$ cat src/rtl/sio_cfg_pkg.sv
package sio_cfg_pkg;
  localparam logic [7:0] A_LDN  = 8'h07;
  localparam logic [7:0] A_ID   = 8'h20;
  localparam logic [7:0] A_REV  = 8'h21;
  localparam logic [7:0] A_IRQ  = 8'h28;
  localparam logic [7:0] A_CLK  = 8'h29;
  localparam logic [7:0] ID_VAL  = 8'h00;
  localparam logic [7:0] REV_VAL = 8'h01;

  typedef enum logic [2:0] {
    SEL_NONE, SEL_LDN, SEL_ID, SEL_REV, SEL_IRQ, SEL_CLK
  } reg_sel_e;

  function automatic reg_sel_e decode(input logic [7:0] a);
    case (a)
      A_LDN:   return SEL_LDN;
      A_ID:    return SEL_ID;
      A_REV:   return SEL_REV;
      A_IRQ:   return SEL_IRQ;
      A_CLK:   return SEL_CLK;
      default: return SEL_NONE;
    endcase
  endfunction
endpackage

$ cat src/rtl/sio_cfg_byte_reg.sv
module sio_cfg_byte_reg #(
  parameter logic [7:0] RST_VAL = 8'h00
) (
  input  logic       clk_i,
  input  logic       rst_ni,
  input  logic       we_i,
  input  logic [7:0] d_i,
  output logic [7:0] q_o
);
  always_ff @(posedge clk_i or negedge rst_ni) begin
    if (!rst_ni)   q_o <= RST_VAL;
    else if (we_i) q_o <= d_i;
  end
endmodule

$ cat src/rtl/sio_cfg_bank.sv
module sio_cfg_bank (
  input  logic       clk_i,
  input  logic       rst_ni,
  input  logic       wr_irq_i,
  input  logic       wr_clk_i,
  input  logic [7:0] wdata_i,
  output logic       irq_en_o,
  output logic [1:0] div_sel_o
);
  always_ff @(posedge clk_i or negedge rst_ni) begin
    if (!rst_ni) begin
      irq_en_o  <= 1'b1;
      div_sel_o <= 2'b00;
    end else begin
      if (wr_irq_i) irq_en_o <= wdata_i[0];
      // code 11 is reserved: keep the previous select
      if (wr_clk_i && (wdata_i[3:2] != 2'b11)) div_sel_o <= wdata_i[3:2];
    end
  end
endmodule

$ cat src/rtl/sio_cfg_rdmux.sv
module sio_cfg_rdmux
  import sio_cfg_pkg::*;
#(
  parameter bit CONT_MODE = 1'b0
) (
  input  reg_sel_e   sel_i,
  input  logic [7:0] ldn_i,
  input  logic       irq_en_i,
  input  logic [1:0] div_sel_i,
  output logic [7:0] rdata_o
);
  always_comb begin
    case (sel_i)
      SEL_LDN: rdata_o = ldn_i;
      SEL_ID:  rdata_o = ID_VAL;
      SEL_REV: rdata_o = REV_VAL;
      SEL_IRQ: rdata_o = {6'b0, CONT_MODE, irq_en_i};
      SEL_CLK: rdata_o = {4'b0, div_sel_i, 2'b10};
      default: rdata_o = 8'h00;
    endcase
  end
endmodule

$ cat src/rtl/sio_cfg_space.sv
module sio_cfg_space
  import sio_cfg_pkg::*;
#(
  parameter int unsigned NDEV      = 2,
  parameter bit          CONT_MODE = 1'b0
) (
  input  logic              clk_i,
  input  logic              rst_ni,
  input  logic              cfg_mode_i,
  input  logic              idx_wr_i,
  input  logic              data_wr_i,
  input  logic              data_rd_i,
  input  logic [7:0]        wdata_i,
  output logic [7:0]        rdata_o,
  output logic [NDEV-1:0]   irq_en_o,
  output logic [2*NDEV-1:0] div_sel_o
);
  localparam int unsigned BW = (NDEV > 1) ? $clog2(NDEV) : 1;

  logic [7:0]    idx_q;
  logic [7:0]    ldn_q;
  logic [7:0]    rd_mux;
  logic [BW-1:0] bank;
  reg_sel_e      sel;
  logic          wr_ok;
  logic          irq_cur;
  logic [1:0]    div_cur;

  assign sel   = decode(idx_q);
  assign wr_ok = cfg_mode_i && data_wr_i;
  // out-of-range device numbers fall back to bank 0
  assign bank  = (ldn_q < 8'(NDEV)) ? ldn_q[BW-1:0] : '0;

  sio_cfg_byte_reg #(.RST_VAL(8'h00)) u_idx (
    .clk_i(clk_i), .rst_ni(rst_ni), .we_i(idx_wr_i), .d_i(wdata_i), .q_o(idx_q)
  );

  sio_cfg_byte_reg #(.RST_VAL(8'h00)) u_ldn (
    .clk_i(clk_i), .rst_ni(rst_ni), .we_i(wr_ok && (sel == SEL_LDN)),
    .d_i(wdata_i), .q_o(ldn_q)
  );

  for (genvar d = 0; d < NDEV; d++) begin : g_bank
    logic hit;
    assign hit = wr_ok && (bank == BW'(d));
    sio_cfg_bank u_bank (
      .clk_i     (clk_i),
      .rst_ni    (rst_ni),
      .wr_irq_i  (hit && (sel == SEL_IRQ)),
      .wr_clk_i  (hit && (sel == SEL_CLK)),
      .wdata_i   (wdata_i),
      .irq_en_o  (irq_en_o[d]),
      .div_sel_o (div_sel_o[2*d+1:2*d])
    );
  end

  assign irq_cur = irq_en_o[bank];
  assign div_cur = div_sel_o[2*bank +: 2];

  sio_cfg_rdmux #(.CONT_MODE(CONT_MODE)) u_rdmux (
    .sel_i(sel), .ldn_i(ldn_q), .irq_en_i(irq_cur), .div_sel_i(div_cur),
    .rdata_o(rd_mux)
  );

  always_ff @(posedge clk_i or negedge rst_ni) begin
    if (!rst_ni)        rdata_o <= 8'h00;
    else if (data_rd_i) rdata_o <= cfg_mode_i ? rd_mux : 8'h00;
  end
endmodule

$ cat config.mk
export PLATFORM = sky130hd
export DESIGN_NAME = sio_cfg_space
export DESIGN_NICKNAME = d
export VERILOG_FILES = /design/src/rtl/sio_cfg_pkg.sv /design/src/rtl/sio_cfg_byte_reg.sv /design/src/rtl/sio_cfg_bank.sv /design/src/rtl/sio_cfg_rdmux.sv /design/src/rtl/sio_cfg_space.sv
export SDC_FILE = /design/constraint.sdc
export NUM_CORES = 1
export LEC_CHECK = 0
export BUFFER_PORTS_ARGS = -buffer_cell sky130_fd_sc_hd__buf_4
export CAP_MARGIN = 25
export CORE_ASPECT_RATIO = 0.75
export CORE_MARGIN = 8
export CORE_UTILIZATION = 50
export CTS_BUF_LIST = sky130_fd_sc_hd__clkbuf_8
export CTS_CLUSTER_DIAMETER = 120
export DETAILED_ROUTE_END_ITERATION = 10
export HOLD_SLACK_MARGIN = 0.05
export PLACE_DENSITY = 0.73
export SLEW_MARGIN = 20
export SYNTH_ARGS = -nofsm -noshare
export SYNTH_HDL_FRONTEND = slang
export SYNTH_SLANG_ARGS = --single-unit
$ cat constraint.sdc
create_clock -name clk_i -period 2.3 [get_ports clk_i]
set_input_delay 0.345 -clock clk_i [delete_from_list [all_inputs] [get_ports clk_i]]
set_output_delay 0.345 -clock clk_i [all_outputs]
set_load 0.1 [all_outputs]
==> results of run 1 <==
critical path, stage by stage (launching register included):
cell,delay [ns]
dfrtp_1,0.40
or4_1,0.68
nor2_1,0.20
nor4b_2,0.29
mux2_2,0.37
where the power goes:
group	switching, W	leakage (nW)	internal (W)
combinational	0.0000920	0.351	0.0000581
sequential	0.0000242	0.394	0.000552
clock	0.000193	0.0575	0.000302
total	0.000309	0.802	0.000912
cells by family after synthesis:
family                 share of synthesized area (%)
AO/OA/AOI/OAI                                   14.1
AND/OR/NAND/NOR                                 18.8
buffers and inverters                           5.07
multiplexers                                    12.0
flip-flops                                      50.0
how the worst min path moves through the flow:
stage	start	slack, ns	cells past startpoint	endpoint
5_1_grt	wdata_i[1]	0.29	2	u_ldn.q_o[1]$_DFFE_PN0P_
3_5_place_dp	rst_ni	0.29	1	rdata_o[6]$_DFFE_PN0P_
6_report	wdata_i[6]	0.30	2	u_ldn.q_o[6]$_DFFE_PN0P_
4_1_cts	wdata_i[6]	0.29	2	u_ldn.q_o[6]$_DFFE_PN0P_
2_1_floorplan	rst_ni	0.05	0	g_bank[0].u_bank.div_sel_o[0]$_DFFE_PN0P_
3_3_place_gp	rst_ni	0.29	1	rdata_o[4]$_DFFE_PN0P_
synth_stat cells:
library cell	n	area (um2)
dfstp_2	2	52.6
or4b_1	1	10.0
o32ai_1	1	8.76
mux2_2	16	180
a21o_1	3	22.5
nand2_1	5	18.8
o22ai_1	4	25.0
nand3_1	7	35.0
nor3_1	5	25.0
o31a_1	1	8.76
nand4bb_4	1	27.5
nor4b_2	1	15.0
nor4b_1	1	8.76
a211oi_1	1	7.51
inv_1	10	37.5
buf_6	1	11.3
buf_4	2	15.0
nor3_4	1	16.3
or4_1	1	7.51
nor2b_1	3	18.8
nor2_1	2	7.51
nor4_4	1	21.3
nor4_1	3	18.8
buf_2	1	5.00
nor3b_1	1	7.51
o21a_1	1	7.51
nand3_4	1	17.5
or3_1	2	12.5
or3b_1	1	8.76
a2111oi_4	1	27.5
dfrtp_1	28	701
o21ai_0	6	30.0
clkbuf_1	2	7.51
nand4_1	1	6.26
a21oi_1	15	75.1
flip-flops by register name (all words and copies together), names as in the netlist:
register and count:
rdata_o 8, u_idx.q_o 8, u_ldn.q_o 8, g_bank.u_bank.div_sel_o 4
g_bank.u_bank.irq_en_o 2
cell type report:
| cell class | count | area [um2] |
|---|---|---|
| clock buffer | 8 | 110 |
| fill | 229 | 1060 |
| inverter | 10 | 37.5 |
| multi-input combinational | 87 | 676 |
| sequential | 30 | 753 |
| tap | 38 | 47.5 |
| timing repair buffer | 30 | 228 |
cell usage in the layout, fill, tap and decap left out, types with 2 or more instances in the layout:
cell type	n
inv_1	10
dfrtp_1	28
buf_4	29
nand2_1	5
a21oi_1	15
nor2b_1	3
nor2_1	2
dfstp_2	2
nor3_1	5
nor4_1	3
clkbuf_8	8
mux2_2	16
o21ai_0	6
nand3_1	7
o22ai_1	4
a21o_1	3
or3_1	2
stage by stage:
stage          setup slack [ns]  area (um2)  hold slack, ns
2_1_floorplan             0.564        1510          0.0494
3_3_place_gp              0.450        1730           0.287
3_5_place_dp              0.332        1730           0.291
4_1_cts                   0.321        1850           0.292
5_1_grt                   0.227        1850           0.295
6_report                  0.298        1850           0.300
metal layers:
layer / wire (um) / part of all wire, %
met1: 1580 / 48
met2: 1390 / 42
met3: 239 / 7.2
met4: 105 / 3.2
met5: 0 / 0
==> reports/metrics.cfg, run 1 <==
[critical_path]
crit_type = flip-flop to flip-flop
crit_path_start = u_ldn.q_o[6]$_DFFE_PN0P_
endpoint = g_bank[1].u_bank.irq_en_o$_DFFE_PN1P_
r2r_end = g_bank[1].u_bank.irq_en_o$_DFFE_PN1P_
worstPathMaxFanout = 6
cp-start-kind = flip-flop
ff2ff_setup_slack_ns = 0.30
critPathRequiredTime_ns = 2.51
reg2reg_from = u_ldn.q_o[6]$_DFFE_PN0P_
cp-end-kind = flip-flop
arrival_ns = 2.22
rr_worst_depth = 4

[synthesis]
syn_area_um2 = 1510
syn_nets = 147
yosysWarnings = 0
syn_area_per_cell_um2 = 11.3
synth-seq-area-share_pct = 50.0
synth.ff_latch_count = 30
synth_cells = 133
ys_types = 35

[layout]
areaGrowthSynthToFinish_pct = 23.0
drive_above_1_share_pct = 37.0
nets = 178
finalNonFillerCells = 203
post-route-util_pct = 63.5
n_antenna_cell = 0

[timing]
rsz0062_at_grt = false
timing.fmax_mhz = 500
period_share_pct = 87.0
hold_viol = 0
setup_viol = 0
relSlewSlack_pct = 64.0
drv_slew = 0
tightest_slew_ns = 0.535
fin_crit_ns = 2.00
clock-skew-final_ns = 0.00622
fin_tns_setup_ns = 0

[placed_design]
hpwl_um = 2520
gp_congestion = 0.863
portBuffers = 27
dp.cells = 194

[hold_path]
min_path_type = primary input to flip-flop

[clocking]
cts_tree = yes
htreeDepth = 2
cts-hold-fix-buffers = 1
clk_pin_slew_worst_paths_ns = 0.06
cts_resized = 0
clk_root_buffer_cell = clkbuf_8
clk_latency_ns = 0.28
numCtsBuffers = 5
max-clock-path-buffers = 2
post_cts_buffers = 0
clock-sinks = 30

[drt]
ant_nets = 0
drc = 0
first_pass_iters = 4
wirelength_um = 3320
num_vias = 1157
vias_per_cell = 5.70
drtIter0Drc = 96
routedWlPerCell_um = 16.3

[grt]
grt_pass1_vias = 1144
use_met3_pct = 6.66
grt_pass1_wl_um = 5510
use_met2_pct = 19.0
grt_max_degree = 31
gr-total-overflow = 0
grt_use_met1_pct = 18.2
grt_busiest_layer = met2
grt_usage_pct = 14.3
grt_antenna_before_repair = 0

[floorplanning]
io_pins = 28
rows = 17
core_area_um2 = 2910
die-area_um2 = 5040
start_util_pct = 51.7
fp.dieW_um = 79.4
die_h_um = 63.5

[power]
powerDensity_nw_per_um2 = 659
max-vdd-ir-drop_uv = 403
leakage_nw = 0.802
p_total_w = 0.00122

[outcome]
status = finished clean

[run]
max-cap-violations = 0

Note: power is estimated with default switching activity, not from simulation.
==> run 2, diff against run 1 <==
--- a/config.mk
+++ b/config.mk
@@ -15,6 +15,7 @@
 export DETAILED_ROUTE_END_ITERATION = 10
 export HOLD_SLACK_MARGIN = 0.05
 export PLACE_DENSITY = 0.73
+export REMOVE_ABC_BUFFERS = 1
 export SLEW_MARGIN = 20
 export SYNTH_ARGS = -nofsm -noshare
 export SYNTH_HDL_FRONTEND = slang
==> run 2 against run 1 <==
  * Via count fell by 2.2%
  * Design area fell by 1.8%
  * Non-clock buffer count did not move
  * Clock skew fell by 0.0028 ns
  * Sequential share of layout area rose by 0.76 points
  * Die area did not move
  * Clock power fell by 24%
  * Combinational power barely moved
  * Highest routed layer unchanged
  * Wire length rose by 0.54%
==> reports/metrics.cfg, run 2 (synthesis gave the netlist of run 1 again) <==
[placed_design]
portBuffers = 27  ; unchanged
hpwl_um = 2550  ; +1.2%
gp_congestion = 0.925  ; +7.1%

[clocking]
cts_resized = 0  ; unchanged
clk_latency_ns = 0.28  ; about the same
clock-sinks = 30  ; unchanged
max-clock-path-buffers = 2  ; unchanged
clk_pin_slew_worst_paths_ns = 0.06  ; about the same
numCtsBuffers = 5  ; unchanged
cts_tree = yes
htreeDepth = 2  ; unchanged
clk_root_buffer_cell = clkbuf_8

[timing]
rsz0062_at_grt = false
period_share_pct = 82.7  ; -4.4 points
setup_viol = 0  ; unchanged
timing.fmax_mhz = 526  ; +5.3%
clock-skew-final_ns = 0.00340  ; -0.00281 ns
relSlewSlack_pct = 68.8  ; +4.7 points
fin_crit_ns = 1.90  ; -0.100 ns
fin_tns_setup_ns = 0  ; unchanged
tightest_slew_ns = 0.465  ; -0.0698 ns
drv_slew = 0  ; unchanged
hold_viol = 0  ; unchanged

[critical_path]
cp-end-kind = flip-flop
worst_path_largest_cell_delay_ns = 0.67  ; about the same
arrival_ns = 2.11  ; -0.11 ns
crit_type = flip-flop to flip-flop
critPathRequiredTime_ns = 2.51  ; about the same
path_cells = or4_1, nor2_1, nor4b_2, mux2_2
cp-start-kind = flip-flop
cpMaxStageDelayCell = or4_1
worstPathMaxFanout = 6  ; unchanged

[layout]
nets = 178  ; unchanged
final_cell_mix = buf_4, dfrtp_1, mux2_2
drive_above_1_share_pct = 35.4  ; -1.6 points
n_antenna_cell = 0  ; unchanged
areaGrowthSynthToFinish_pct = 20.8
reg_top3 = rdata_o (8), u_idx.q_o (8), u_ldn.q_o (8)
fillers = 243  ; +6.1%
final_common_cell = buf_4

[power]
max-vdd-ir-drop_uv = 420  ; +4.1%
netSwitchingPower_w = 0.000295  ; -4.6%
leakage_nw = 0.791  ; -1.4%
power_frac_comb_pct = 13.6  ; +1.3 points
p_clk_share_pct = 34.1  ; -6.4 points
p_sw_share_pct = 26.7  ; +1.4 points
p_seq_share_pct = 52.2  ; +5.0 points
powerDensity_nw_per_um2 = 607  ; -7.9%
p_total_w = 0.00110  ; -9.6%
cellInternalPower_w = 0.000809  ; -11%

[outcome]
status = finished clean

[grt]
grt_max_degree = 31  ; unchanged
grt_usage_pct = 14.4  ; +0.034 points
grt_pass1_vias = 1193  ; +4.3%
grt_antenna_before_repair = 0  ; unchanged
gr-total-overflow = 0  ; unchanged
grt_pass1_wl_um = 5620  ; +2.1%

[run]
max-cap-violations = 0  ; unchanged

[floorplanning]
fp.dieW_um = 79.4  ; unchanged
die-area_um2 = 5040  ; unchanged
io_pins = 28  ; unchanged
core_area_um2 = 2910  ; unchanged
rows = 17  ; unchanged
start_util_pct = 51.7  ; unchanged
die_h_um = 63.5  ; unchanged

[drt]
drc = 0  ; unchanged
wirelength_um = 3340  ; +0.54%
routedWlPerCell_um = 16.5  ; +1.0%
num_vias = 1131  ; -2.2%
first_pass_iters = 4  ; unchanged
ant_nets = 0  ; unchanged
vias_per_cell = 5.60  ; -1.8%
drtIter0Drc = 99  ; +3.1%

[hold_path]
min_path_type = primary input to flip-flop

[run 2: cell types whose count changed in the layout (fill, tap and decap cells not counted)]
cell and delta:
inv_1 +2, clkbuf_8 -3
[run 2: path summary, 6_finish.rpt]
check,to,slack [ns],cells after the start,from
worst max-delay path,g_bank[1].u_bank.irq_en_o$_DFFE_PN1P_,0.40,4,u_ldn.q_o[6]$_DFFE_PN0P_
worst min-delay path,u_ldn.q_o[6]$_DFFE_PN0P_,0.30,2,wdata_i[6]
worst max register to register,g_bank[1].u_bank.irq_en_o$_DFFE_PN1P_,0.40,4,u_ldn.q_o[6]$_DFFE_PN0P_
worst min register to register,rdata_o[1]$_DFFE_PN0P_,0.53,2,rdata_o[1]$_DFFE_PN0P_
max in group asynchronous,g_bank[1].u_bank.irq_en_o$_DFFE_PN1P_,1.46,2,rst_ni
min in group asynchronous,rdata_o[1]$_DFFE_PN0P_,0.52,2,rst_ni
[run 2: final cells by class]
class	instances	area (um2)	area share, %
inverters	10	37.5	2.06
well taps	38	47.5	2.62
clock buffers	5	68.8	3.79
flip-flops and latches	30	753	41.4
multi-input cells	87	676	37.2
repair buffers	30	228	12.5
clock inverters	2	7.51	0.413
[run 2: worst max-delay path: cells and delay by family, from the launching register on]
family           cells  cell delay [ns]
AND/OR/NAND/NOR      3             1.08
flip-flops           1             0.40
multiplexers         1             0.36
[run 2: stage by stage]
stage	cell area, um2	utilization (%)	instances	hold slack [ns]	setup WS [ns]
after CTS	1820	62.4	202	0.299	0.395
final	1820	62.4	202	0.304	0.399
after global routing	1820	62.4	202	0.300	0.278
after global placement	1730	59.4	194	0.286	0.462
after detailed placement	1730	59.4	194	0.291	0.418
after floorplan	1470	-	127	0.0494	0.564
[run 2: power by group through the flow]
stage | Sequential (W) | Combinational, W | Clock [W]
global placement | 0.000584 | 0.000145 | 0
detailed placement | 0.000585 | 0.000149 | 0
global route | 0.000580 | 0.000161 | 0.000408
CTS | 0.000576 | 0.000151 | 0.000390
finish | 0.000576 | 0.000151 | 0.000377
floorplan | 0.000600 | 0.0000658 | 0
[run 2: what timing repair did]
item | 4_1_cts | 5_1_grt
buffers inserted | 0 | 0
hold buffers | 1 | 0
endpoints found under the hold margin | 28 | 0
[run 2: layer usage]
layer / part of all wire, % / GRT usage (%) / wire length (um) / vias to the layer above
li1: - / - / - / 547
met1: 47 / 18.7 / 1570 / 537
met2: 44 / 20.3 / 1460 / 37
met3: 7.3 / 4.96 / 243 / 10
met4: 1.9 / 7.60 / 64 / 0
met5: 0 / 0 / 0 / -
